## src/rtl/regchk_pkg.sv

```systemverilog
package regchk_pkg;
    localparam int DATA_W  = 32;
    localparam int MODE_W  = 8;
    localparam int VEC_W   = 8;
    localparam int ID_W    = 8;
    localparam int NREG    = 11;
    localparam int IDX_W   = $clog2(NREG);
    localparam int FL_BITS = 4;
    localparam int NPORT   = 4;   // id_a, id_b, wr_id, rd_id

    localparam logic [IDX_W-1:0] IDX_SP = IDX_W'(8);
    localparam logic [IDX_W-1:0] IDX_FL = IDX_W'(10);
    localparam logic [VEC_W-1:0] VEC_PROT = VEC_W'(3);
    localparam logic [VEC_W-1:0] VEC_NONE = '0;

    typedef enum logic [1:0] {
        OC_NONE = 2'd0,
        OC_OK   = 2'd1,
        OC_INV  = 2'd2,
        OC_PROT = 2'd3
    } outcome_e;

    typedef struct packed {
        logic [NREG-1:0][DATA_W-1:0] regs;
        logic [MODE_W-1:0]           mode;
        logic [DATA_W-1:0]           ksp;
        logic [DATA_W-1:0]           itp;
        outcome_e                    res;
        logic [VEC_W-1:0]            vec;
    } state_t;
endpackage

```

## src/rtl/regchk_iddec.sv

```systemverilog
module regchk_iddec
    import regchk_pkg::*;
(
    input  logic [ID_W-1:0]  id,
    output logic             ok,
    output logic [IDX_W-1:0] idx
);
    always_comb begin
        ok  = (id <= ID_W'(NREG - 1));
        idx = ok ? id[IDX_W-1:0] : '0;
    end
endmodule

```

## src/rtl/regchk_tier.sv

```systemverilog
module regchk_tier
    import regchk_pkg::*;
(
    input  logic [MODE_W-1:0] mode,
    output logic              is_priv
);
    // bit 0 (virtual) set -> User or Driver: non-privileged
    always_comb is_priv = ~mode[0];
endmodule

```

## src/rtl/regchk_outcome.sv

```systemverilog
module regchk_outcome
    import regchk_pkg::*;
#(
    parameter logic [VEC_W-1:0] INV_VEC = 8'h06
) (
    input  logic             bad_a,
    input  logic             bad_b,
    input  logic             priv_op,
    input  logic             is_priv,
    output outcome_e         res,
    output logic [VEC_W-1:0] vec
);
    always_comb begin
        if (bad_a || bad_b) begin
            res = OC_INV;
            vec = INV_VEC;
        end else if (priv_op && !is_priv) begin
            res = OC_PROT;
            vec = VEC_PROT;
        end else begin
            res = OC_OK;
            vec = VEC_NONE;
        end
    end
endmodule

```

## src/rtl/regchk_top.sv

```systemverilog
module regchk_top
    import regchk_pkg::*;
#(
    parameter logic [VEC_W-1:0] INV_VEC = 8'h06
) (
    input  logic              clk,
    input  logic              rst_n,
    input  logic              chk_valid,
    input  logic              priv_op,
    input  logic              use_a,
    input  logic [ID_W-1:0]   id_a,
    input  logic              use_b,
    input  logic [ID_W-1:0]   id_b,
    output logic              chk_ok,
    output logic              chk_inv,
    output logic              chk_prot,
    output logic [VEC_W-1:0]  chk_vec,
    input  logic [ID_W-1:0]   rd_id,
    output logic [DATA_W-1:0] rd_data,
    input  logic              wr_en,
    input  logic [ID_W-1:0]   wr_id,
    input  logic [DATA_W-1:0] wr_data,
    input  logic              irq_enter,
    input  logic              mode_wr_en,
    input  logic [MODE_W-1:0] mode_wr_data,
    output logic [MODE_W-1:0] mode_out,
    input  logic              ksp_wr_en,
    input  logic [DATA_W-1:0] ksp_wr_data,
    output logic [DATA_W-1:0] ksp_out,
    input  logic              itp_wr_en,
    input  logic [DATA_W-1:0] itp_wr_data,
    output logic [DATA_W-1:0] itp_out
);
    localparam int P_A  = 0;
    localparam int P_B  = 1;
    localparam int P_WR = 2;
    localparam int P_RD = 3;
    localparam logic [DATA_W-1:0] FL_MASK = DATA_W'((1 << FL_BITS) - 1);

    state_t cur_q, nxt_d;

    logic [ID_W-1:0]  port_id  [NPORT];
    logic             port_ok  [NPORT];
    logic [IDX_W-1:0] port_idx [NPORT];

    always_comb begin
        port_id[P_A]  = id_a;
        port_id[P_B]  = id_b;
        port_id[P_WR] = wr_id;
        port_id[P_RD] = rd_id;
    end

    for (genvar p = 0; p < NPORT; p++) begin : g_dec
        regchk_iddec u_dec (
            .id  (port_id[p]),
            .ok  (port_ok[p]),
            .idx (port_idx[p])
        );
    end

    logic is_priv;
    regchk_tier u_tier (
        .mode    (cur_q.mode),
        .is_priv (is_priv)
    );

    outcome_e         oc_res;
    logic [VEC_W-1:0] oc_vec;
    regchk_outcome #(.INV_VEC(INV_VEC)) u_oc (
        .bad_a   (use_a && !port_ok[P_A]),
        .bad_b   (use_b && !port_ok[P_B]),
        .priv_op (priv_op),
        .is_priv (is_priv),
        .res     (oc_res),
        .vec     (oc_vec)
    );

    always_comb begin
        nxt_d     = cur_q;
        nxt_d.res = OC_NONE;
        nxt_d.vec = VEC_NONE;
        if (chk_valid) begin
            nxt_d.res = oc_res;
            nxt_d.vec = oc_vec;
        end
        if (wr_en && port_ok[P_WR]) begin
            if (port_idx[P_WR] == IDX_FL)
                nxt_d.regs[port_idx[P_WR]] = wr_data & FL_MASK;
            else
                nxt_d.regs[port_idx[P_WR]] = wr_data;
        end
        if (ksp_wr_en && is_priv) nxt_d.ksp = ksp_wr_data;
        if (itp_wr_en && is_priv) nxt_d.itp = itp_wr_data;
        if (mode_wr_en) nxt_d.mode = mode_wr_data;
        if (irq_enter) begin
            nxt_d.mode = '0;
            if (!is_priv) nxt_d.regs[IDX_SP] = cur_q.ksp;
        end
    end

    always_ff @(posedge clk) begin
        if (!rst_n) cur_q <= '0;
        else        cur_q <= nxt_d;
    end

    logic [DATA_W-1:0] sp_w;
    always_comb begin
        chk_ok   = (cur_q.res == OC_OK);
        chk_inv  = (cur_q.res == OC_INV);
        chk_prot = (cur_q.res == OC_PROT);
        chk_vec  = cur_q.vec;
        rd_data  = port_ok[P_RD] ? cur_q.regs[port_idx[P_RD]] : '0;
        mode_out = cur_q.mode;
        ksp_out  = cur_q.ksp;
        itp_out  = cur_q.itp;
        sp_w     = cur_q.regs[IDX_SP];
    end
endmodule

```

## config.mk

```make
export PLATFORM = sky130hd
export DESIGN_NAME = regchk_top
export DESIGN_NICKNAME = d
export VERILOG_FILES = /design/src/rtl/regchk_pkg.sv /design/src/rtl/regchk_iddec.sv /design/src/rtl/regchk_tier.sv /design/src/rtl/regchk_outcome.sv /design/src/rtl/regchk_top.sv
export SDC_FILE = /design/constraint.sdc
export NUM_CORES = 1
export LEC_CHECK = 0
export BUFFER_PORTS_ARGS = -buffer_cell sky130_fd_sc_hd__buf_2
export CORE_MARGIN = 3
export CORE_UTILIZATION = 35
export CTS_CLUSTER_DIAMETER = 150
export DETAILED_ROUTE_END_ITERATION = 8
export SKIP_CTS_REPAIR_TIMING = 1
export SLEW_MARGIN = 30
export SYNTH_ARGS = -nofsm -noshare
export SYNTH_HDL_FRONTEND = slang
export SYNTH_SLANG_ARGS = --single-unit
```

## constraint.sdc

```tcl
create_clock -name clk -period 2.1 [get_ports clk]
set_input_delay 0.315 -clock clk [delete_from_list [all_inputs] [get_ports clk]]
set_output_delay 0.315 -clock clk [all_outputs]
set_load 0.02 [all_outputs]
```

### Yosys cells after proc, flatten, opt, wreduce, memory -nomap -nowiden

Index checks and enable logic that the tools add are counted.

| storage, ports and cells | value |
|---|---|
| bits in registers | 434 |
| input port bits | 147 |
| output and inout bits | 115 |
| logic and storage cells | 62 |

| operators by class | value |
|---|---|
| $lt $le $gt $ge | 7 |
| eq/ne operators | 4 |
| multiplexer cells | 17 |
| bitwise logic cells | 3 |
| reductions and logical operators | 13 |

Operator list:

| operator | count |
|---|---|
| $bwmux W352 | 2 |
| $mux W352 | 1 |
| $mux W288 | 1 |
| $mux W32 | 5 |
| $bmux W32 S4 | 1 |
| $demux W32 S4 | 1 |
| $le A8 B4 Y1 const B | 4 |
| $lt A4 B5 Y1 const B | 2 |
| $mux W4 | 2 |
| $logic_and A1 B1 Y1 | 7 |
| $mux W2 | 3 |
| $eq A2 B2 Y1 const B | 2 |
| $eq A4 B4 Y1 const B | 1 |
| $ge A4 B1 Y1 const B | 1 |
| $mux W3 | 1 |
| $not A1 Y1 | 3 |
| $reduce_or A3 Y1 | 1 |
| $eq A2 B1 Y1 const B | 1 |
| $logic_not A1 Y1 | 2 |
| $reduce_and A2 Y1 | 1 |
| $reduce_or A2 Y1 | 1 |
| $logic_or A1 B1 Y1 | 1 |

### Logic depth before layout (Yosys ltp)

Gate-level depths: netlist of the first run.

| logic depth | value |
|---|---|
| depth in word-level cells | 11 |
| depth in mapped cells | 10 |
| depth with buffers taken out | 5 |

### Hierarchy

A second synthesis of the first run with hierarchy kept.

| unflattened totals | value |
|---|---|
| cells, all modules | 2452 |
| area total of the unflattened synthesis | 21625.7 µm² |

By module, submodules not included:

| module | times used | cells each | area each (µm²) | sequential area each (µm²) |
|---|---|---|---|---|
| regchk_top | 1 | 2395 | 21245.4 | 8688.3 |
| regchk_iddec | 4 | 11 | 72.6 | 0.0 |
| regchk_outcome | 1 | 12 | 86.3 | 0.0 |
| regchk_tier | 1 | 1 | 3.8 | 0.0 |

### Worst setup path after synthesis of the first run

Ideal clock, no wire load.

| path | value |
|---|---|
| path kind | input to output |
| start point | input rd_id[7] |
| end point | output rd_data[29] |
| arrival | 1993 ps |
| path slack | -208 ps |
| cell stages on the path | 6 |
| buffers on the path | 1 |
| path through | or4_1 -> buf_2 -> nor3b_2 -> or3b_1 -> a22o_1 -> o211ai_1 |

| between the ends | value |
|---|---|
| word-level cells in the longest chain between the ends | 5 |

RTL lines:

| item | RTL line | source |
|---|---|---|
| start: declaration | regchk_top.sv:18 | `input logic [ID_W-1:0] rd_id,` |
| $le A8 B4 Y1 * | regchk_iddec.sv:9 | `ok = (id <= ID_W'(NREG - 1));` |
| $mux W4 | regchk_iddec.sv:10 | `idx = ok ? id[IDX_W-1:0] : '0;` |
| $bmux W32 S4 | regchk_top.sv:112 | `rd_data = port_ok[P_RD] ? cur_q.regs[port_idx[P_RD]] : '0;` |
| $mux W32 (implied by the code) | regchk_top.sv:112 |  |
| $mux W32 * | regchk_top.sv:112 |  |
| end: declaration | regchk_top.sv:19 | `output logic [DATA_W-1:0] rd_data,` |

Every way passes the cells marked *; elsewhere a longest branch is shown, timed or not. The select of a mux whose other input is x is not followed.

### Worst setup path after layout of the first run

| path | value |
|---|---|
| start point | input rd_id[7] |
| end point | output rd_data[21] |

Same word-level chain as after synthesis.

==> results by group, run 1 <==
CTS
  • Number of buffers created by CTS: 48
  • Clock buffer depth: 3
  • Worst-Skew Late Latency: slightly below 0.6 ns
  • H-tree depth: 2
  • Clock transition at path regs: 0.06 ns
  • TritonCTS clock tree: done
  • CTS sink cnt: roughly 430
  • Clock Tree Root: clkbuf_16

Synthesis
  • Ys async rst share: 0
  • Sequential area share after synthesis: 0.444
  • Mapped Cells: approximately 2,400
  • Dominant synthesized flop cell: dfxtp_1
  • Post-synth design cell area: 19,300 sq um
  • Synth Warn #: 0
  • Post-synth EDFFs: 0
  • Synth unique cells: 44
  • Mean Syn Cell Area: a little under 8 sq um
  • Yosys reg bits: approximately 430

Timing
  • Crit path time final: 2.55 ns
  • RSZ-0062 raised after global routing: yes
  • Hold Vio Cnt, Final: 3
  • Fmax: 0.393 GHz
  • Final setup fails: 32
  • Final setup margin: -0.448 ns
  • Slew headroom: 0.536
  • WHS: -0.0185 ns
  • Worst-Margin Slew: around 0.70 ns
  • Slew Limit Fails: 0
  • Setup Skew: 0.0169 ns
  • Period utilisation layout: 1.21

Routing
  • Vias per inst: 5.23
  • Top routing layer in use: met4
  • Post-detailed-route wirelength per cell: 18.8 um
  • Vias: approximately 18,000
  • Metal2 WL: 32,200 um
  • Initial DRC Count: 1,389
  • Met1 WL: approximately 26,000 um
  • DRT Wirelength: between 60,000 and 70,000 um
  • Met3 WL: approximately 2900 um
  • Router iterations before antenna repair: 6
  • Final ANT Viol Nets: 0
  • Drc violations: 0

Power
  • Total Power: around 19,000 uW
  • Power density cells: 759 nW/um^2
  • Leak Pwr: between 0.01 and 0.015 uW
  • Peak VDD IR: 0.696 mV

Critical path
  • R2r setup slk: 0.76 ns
  • Critical Path AT: 2.23 ns
  • Worst setup SP type: input port
  • Crit path required time: 1.78 ns
  • R2R depth: 5
  • Slowest CP cell: mux2_4
  • Crit path max-delay family: buffers and inverters
  • CP max FO: 8
  • CP Capture Type: output port
  • Reg-to-reg endpoint: itp_out[22]
  • Crit Path Category: in -> out
  • Buf/Inv on CP: 5
  • Crit-path cells: buf_8 -> buf_6 -> nor4_4 -> buf_4 -> and2_4 -> buf_6 -> mux2_4 -> a222oi_1 -> o211ai_1 -> buf_4
  • RR Startpoint: mode_out[0]
  • Crit path largest cell delay: 0.29 ns

Global routing
  • Gr ovfl total: 0
  • Initial antenna violation count: 2
  • Vias in the first global route: 16,959
  • Largest net degree at the start of global routing: 138
  • First-pass GRT wire length: 95,900 um
  • GRT Overall Usage: 0.211

Floorplan
  • Io pins: between 200 and 300
  • Core Area: 54,200 sq um
  • Starting density of the core: 0.356
  • Chip height: 241 um
  • Die width: 241 um
  • Die area: 58,000 sq um
  • # rows: 85

Min path
  • Worst min-delay path class: in -> reg
  • Hold Path Stages: 3
  • Worst Hold Launch: ksp_wr_data[19]
  • WHS Endpoint: ksp_out[19]

Status
  • Failing checks: negative hold slack, negative setup slack
  • Status: finished, violations left

Final layout
  • Layout area overhead: 27.6%
  • Nets: approximately 2,800
  • Share of cells above drive strength 1: 0.206
  • Final Util: 0.454

Placement
  • Post-DP HPWL: 42,500 um
  • Final RePlAce weighted congestion: 0.873
  • PortBufs: 256

Job
  • MaxCap Viol Count: 0
layout make-up:
class                           count  area, sq um
Timing Repair Buffer              477         4050
Multi-Input combinational cell   1700         9330
Antenna cell                        1         2.50
Tap cell                          696          871
Clock buffer                       68         1410
Sequential cell                   428         8570
Inverter                           34          135
Clock inverter                     19          268
Fill cell                        5286        29600
through the flow:
step,hold slack [ns],worst slack [ns],TNS (ns),instances,area [sq um]
final,-0.0185,-0.448,-11.70,3423,24600
after global routing,0.00460,-0.511,-13.63,3423,24600
after floorplan,0.436,-0.136,-3.24,2446,19400
after detailed placement,0.446,-0.416,-13.40,3259,22000
after global placement,0.438,-0.446,-12.48,3259,22000
after CTS,-0.0783,-0.428,-12.36,3346,23700
report_power, final:
group	leakage [uW]	internal (uW)	switching, uW
registers	0.00346	8210	63.1
logic	0.00583	621	882
clock network	0.000815	5310	3580
cell usage after synthesis (7+ instances only):
master,count,area share
a21oi_1,189,0.049
a22o_1,25,0.011
mux2_2,33,0.019
a211oi_1,8,0.0031
and2_1,70,0.023
o21a_1,132,0.051
clkbuf_1,180,0.035
buf_2,15,0.0039
o22ai_1,24,0.0078
nand4_1,7,0.0023
nand2b_1,9,0.0029
mux2i_1,59,0.031
buf_1,7,0.0014
inv_1,34,0.0066
or2_2,18,0.0058
nor2_1,294,0.057
nor2b_1,12,0.0039
o21ai_1,24,0.0062
nand2_1,462,0.090
o211ai_1,30,0.012
buf_4,82,0.032
dfxtp_1,428,0.44
o21ai_0,135,0.035
and3_1,29,0.0094
o221ai_1,7,0.0032
nand3_1,28,0.0073
a222oi_1,8,0.0041
o311a_1,24,0.012
a31oi_1,30,0.0097
worst reg2reg max path: cells and delay by family, from the launching register on:
kind	cells	cell delay, ns
AO/OA/AOI/OAI	1	0.21
flip-flops	1	0.32
AND/OR/NAND/NOR	2	0.25
buffers and inverters	2	0.47
placed cells by master, fill, tap and decap left out, drive strengths merged, types with 8 or more instances in the layout:
cell / count
a21oi: 189
a31oi: 30
nor2b: 12
dfxtp: 428
and2: 70
nand2b: 9
mux2: 33
mux2i: 59
nand3: 28
o22ai: 24
nor2: 295
o311a: 24
a22o: 25
a211oi: 8
a222oi: 8
dlygate4sd3: 72
or2: 18
o211ai: 30
o21ai: 159
nand2: 462
clkbuf: 68
inv: 37
and3: 29
o21a: 132
buf: 405
state kept, by name, indices dropped and copies added (netlist names):
| register | flops |
|---|---|
| chk_vec | 3 |
| sp_w | 32 |
| ksp_out | 32 |
| itp_out | 32 |
| cur_q | 321 |
| mode_out | 8 |
logic make-up (layout without fill, tap and decap cells):
family | Yosys count | after routing | synth area share
mux | 92 | 92 | 0.0499
flops | 428 | 428 | 0.444
compound gates | 651 | 651 | 0.215
buf+inv | 318 | 598 | 0.0788
other cells | 1 | 6 | 0.000194
simple gates | 952 | 952 | 0.212
how the worst max path moves through the flow:
stage                   from     endpoint  slack [ns]  cells after the start
floorplan           rd_id[7]  rd_data[29]       -0.14                      6
global placement    rd_id[4]   rd_data[9]       -0.45                      7
detailed placement  rd_id[7]  rd_data[29]       -0.42                      7
CTS                 rd_id[7]  rd_data[29]       -0.43                      7
global route        rd_id[7]  rd_data[30]       -0.51                     10
finish              rd_id[7]  rd_data[21]       -0.45                     10
layer usage:
metal | GRT usage | up-vias
li1 | - | 8669
met5 | 0 | -
met4 | 0.100 | 0
met2 | 0.375 | 501
met1 | 0.254 | 8585
met3 | 0.0254 | 148
(Power assumes the default switching activity.)
==> run 2: changes to the inputs <==
--- a/config.mk
+++ b/config.mk
@@ -10,6 +10,7 @@
 export CORE_UTILIZATION = 35
 export CTS_CLUSTER_DIAMETER = 150
 export DETAILED_ROUTE_END_ITERATION = 8
+export SETUP_SLACK_MARGIN = 0.02
 export SKIP_CTS_REPAIR_TIMING = 1
 export SLEW_MARGIN = 30
 export SYNTH_ARGS = -nofsm -noshare
==> run 2 against run 1 <==
Effect of this change: the flow still finishes with violations (negative hold slack, negative setup slack); sequential share of layout area decreased by 0.15 points; critical path depth decreased by 1; power decreased by 2.9%; sequential power about the same; routed wire length increased by 1.1%; register-to-register slack got worse by 0.08 ns; critical path type unchanged; utilization increased by 0.19 points; worst setup slack got worse by 0.0032 ns; combinational power about the same; clock power decreased by 6.1%; largest power group unchanged; final cell count about the same; non-clock buffer count decreased by 2.
==> results by group, run 2 (synthesis results as in run 1) <==
Status
  • Status: finished, violations left (unchanged)
  • Failing checks: negative hold slack, negative setup slack (unchanged)

Min path
  • Worst min-delay path class: in -> reg (unchanged)

CTS
  • TritonCTS clock tree: done (unchanged)
  • CTS sink cnt: 428 (unchanged)
  • Clock Tree Root: clkbuf_16 (unchanged)
  • Worst-Skew Late Latency: 0.60 ns (was 0.59 ns)
  • Number of buffers created by CTS: 47 (was 48)
  • Clock transition at path regs: 0.06 ns (about the same)
  • H-tree depth: 2 (unchanged)
  • Clock buffer depth: 3 (unchanged)

Power
  • Psw: 4460 uW (was 4530 uW)
  • Leak Pwr: 0.0101 uW (about the same)
  • Total Power: 18,100 uW (was 18,700 uW)
  • Sw Share: 0.246 (was 0.242)
  • Logic pwr share: 0.083 (was 0.080)
  • Int Power: 13,700 uW (was 14,100 uW)
  • Peak VDD IR: 0.666 mV (was 0.696 mV)
  • Seq pwr share: 0.456 (was 0.443)
  • Clk network pwr share: 0.461 (was 0.476)
  • Power density cells: 734 nW/um^2 (was 759 nW/um^2)

Routing
  • Vias: 17,966 (was 17,903)
  • Initial DRC Count: 1,245 (was 1,389)
  • Final ANT Viol Nets: 0 (unchanged)
  • Vias per inst: 5.25 (was 5.23)
  • Router iterations before antenna repair: 5 (was 6)
  • Post-detailed-route wirelength per cell: 19.0 um (was 18.8 um)
  • DRT Wirelength: 64,900 um (was 64,200 um)
  • Drc violations: 0 (unchanged)

Timing
  • Slew Limit Fails: 0 (unchanged)
  • Fmax: 0.392 GHz (was 0.393 GHz)
  • Crit path time final: 2.55 ns (about the same)
  • Setup Skew: 0.0176 ns (was 0.0169 ns)
  • Final setup fails: 32 (unchanged)
  • RSZ-0062 raised after global routing: yes (unchanged)
  • WHS: -0.0265 ns (was -0.0185 ns)
  • Final setup margin: -0.451 ns (was -0.448 ns)
  • Period utilisation layout: 1.21 (about the same)
  • Hold Vio Cnt, Final: 2 (was 3)
  • Worst-Margin Slew: 0.787 ns (was 0.696 ns)
  • Slew headroom: 0.475 (was 0.536)

Critical path
  • R2r setup slk: 0.68 ns (was 0.76 ns)
  • CP max FO: 6 (was 8)
  • Critical Path AT: 2.24 ns (was 2.23 ns)
  • Reg-to-reg endpoint: itp_out[25] (was itp_out[22])
  • CP most frequent cell: buf_6
  • Crit-path cells: buf_6 -> or4_4 -> nor3b_4 -> buf_6 -> clkbuf_16 -> buf_12 -> o221ai_2 -> o211ai_1 -> buf_4 (was buf_8 -> buf_6 -> nor4_4 -> buf_4 -> and2_4 -> buf_6 -> mux2_4 -> a222oi_1 -> o211ai_1 -> buf_4)
  • Crit path to: rd_data[21] (unchanged)
  • Crit path largest cell delay: 0.62 ns (was 0.29 ns)
  • CP startpoint: rd_id[7] (unchanged)
  • Crit path required time: 1.78 ns (about the same)
  • CP Capture Type: output port (unchanged)
  • Crit Path Category: in -> out (unchanged)
  • R2R depth: 5 (unchanged)
  • Slowest CP cell: or4_4 (was mux2_4)
  • RR Startpoint: mode_out[0] (unchanged)
  • Worst setup SP type: input port (unchanged)

Final layout
  • Commonest non-fill, non-tap cell in the layout: nand2_1 (unchanged)
  • Commonest cells after routing, fill and taps aside: nand2_1 (460), dfxtp_1 (428), nor2_1 (275), buf_2 (222), a21oi_1 (189) (was nand2_1 (461), dfxtp_1 (428), nor2_1 (292), buf_2 (231), a21oi_1 (189))
  • Max FFs per register: 321 (unchanged)
  • Number of antenna diodes: 0 (was 1)
  • Nets: 2,833 (was 2,836)
  • Layout area overhead: 28.1% (was 27.6%)
  • Register name with the most flops: cur_q (unchanged)
  • Final instance area: 24,700 sq um (was 24,600 sq um)
  • Share of cells above drive strength 1: 0.215 (was 0.206)

Floorplan
  • Die area: 58,000 sq um (unchanged)
  • Starting density of the core: 0.356 (unchanged)
  • Io pins: 262 (unchanged)
  • Chip height: 241 um (unchanged)
  • Die width: 241 um (unchanged)
  • Core Area: 54,200 sq um (unchanged)
  • # rows: 85 (unchanged)

Global routing
  • Largest net degree at the start of global routing: 145 (was 138)
  • Initial antenna violation count: 0 (was 2)
  • Gr ovfl total: 0 (unchanged)
  • Vias in the first global route: 16,825 (was 16,959)
  • GRT Overall Usage: 0.210 (was 0.211)
  • First-pass GRT wire length: 95,500 um (was 95,900 um)

Placement
  • Post-DP HPWL: 42,200 um (was 42,500 um)
  • Final RePlAce weighted congestion: 0.863 (was 0.873)
  • PortBufs: 256 (unchanged)
  • Pre-CTS setup slack: -0.426 ns (was -0.416 ns)
  • Placed cell area: 21,900 sq um (was 22,000 sq um)

Job
  • MaxCap Viol Count: 0 (unchanged)
==> run 2: how the worst min path moves through the flow <==
stage	startpoint	to	slack, ns	depth (start not counted)
final	mode_wr_data[6]	mode_out[6]	-0.03	3
after global routing	mode_wr_data[6]	mode_out[6]	0.002	3
after CTS	ksp_wr_data[10]	ksp_out[10]	-0.08	3
after detailed placement	itp_out[9]	itp_out[9]	0.45	2
after global placement	itp_out[9]	itp_out[9]	0.44	2
after floorplan	cur_q[251]	cur_q[251]	0.44	2
==> run 2: metal layers <==
layer | global-route usage | wire [um]
met1 | 0.249 | 25600
met2 | 0.377 | 32900
met3 | 0.0280 | 3400
met4 | 0.0983 | 2920
met5 | 0 | 0
==> run 2: layout make-up <==
cell class | count | area, sq um
inverters | 34 | 135
clock buffers | 75 | 1400
fillers | 5249 | 29500
multi-input cells | 1700 | 9490
flip-flops and latches | 428 | 8570
clock inverters | 13 | 153
well taps | 696 | 871
repair buffers | 475 | 4110
==> run 2: power by group through the flow <==
stage,Sequential [uW],Clock [uW],Combinational (uW)
floorplan,8430,0,787
global placement,8450,0,1350
detailed placement,8460,0,1370
CTS,8280,8580,1370
global route,8280,8870,1620
finish,8280,8360,1510
==> run 2: worst max-delay path, delay by kind of cell <==
family / cells / cell delay (ns)
compound gates: 2 / 0.26
buf+inv: 5 / 0.76
simple gates: 2 / 0.89
==> run 2: metrics by stage <==
stage | setup TNS, ns | util | cells
6_report | -12.43 | 0.456 | 3421
2_1_floorplan | -3.25 | - | 2446
4_1_cts | -11.94 | 0.433 | 3336
3_5_place_dp | -11.70 | 0.404 | 3248
5_1_grt | -13.92 | 0.456 | 3421
3_3_place_gp | -11.21 | 0.404 | 3248
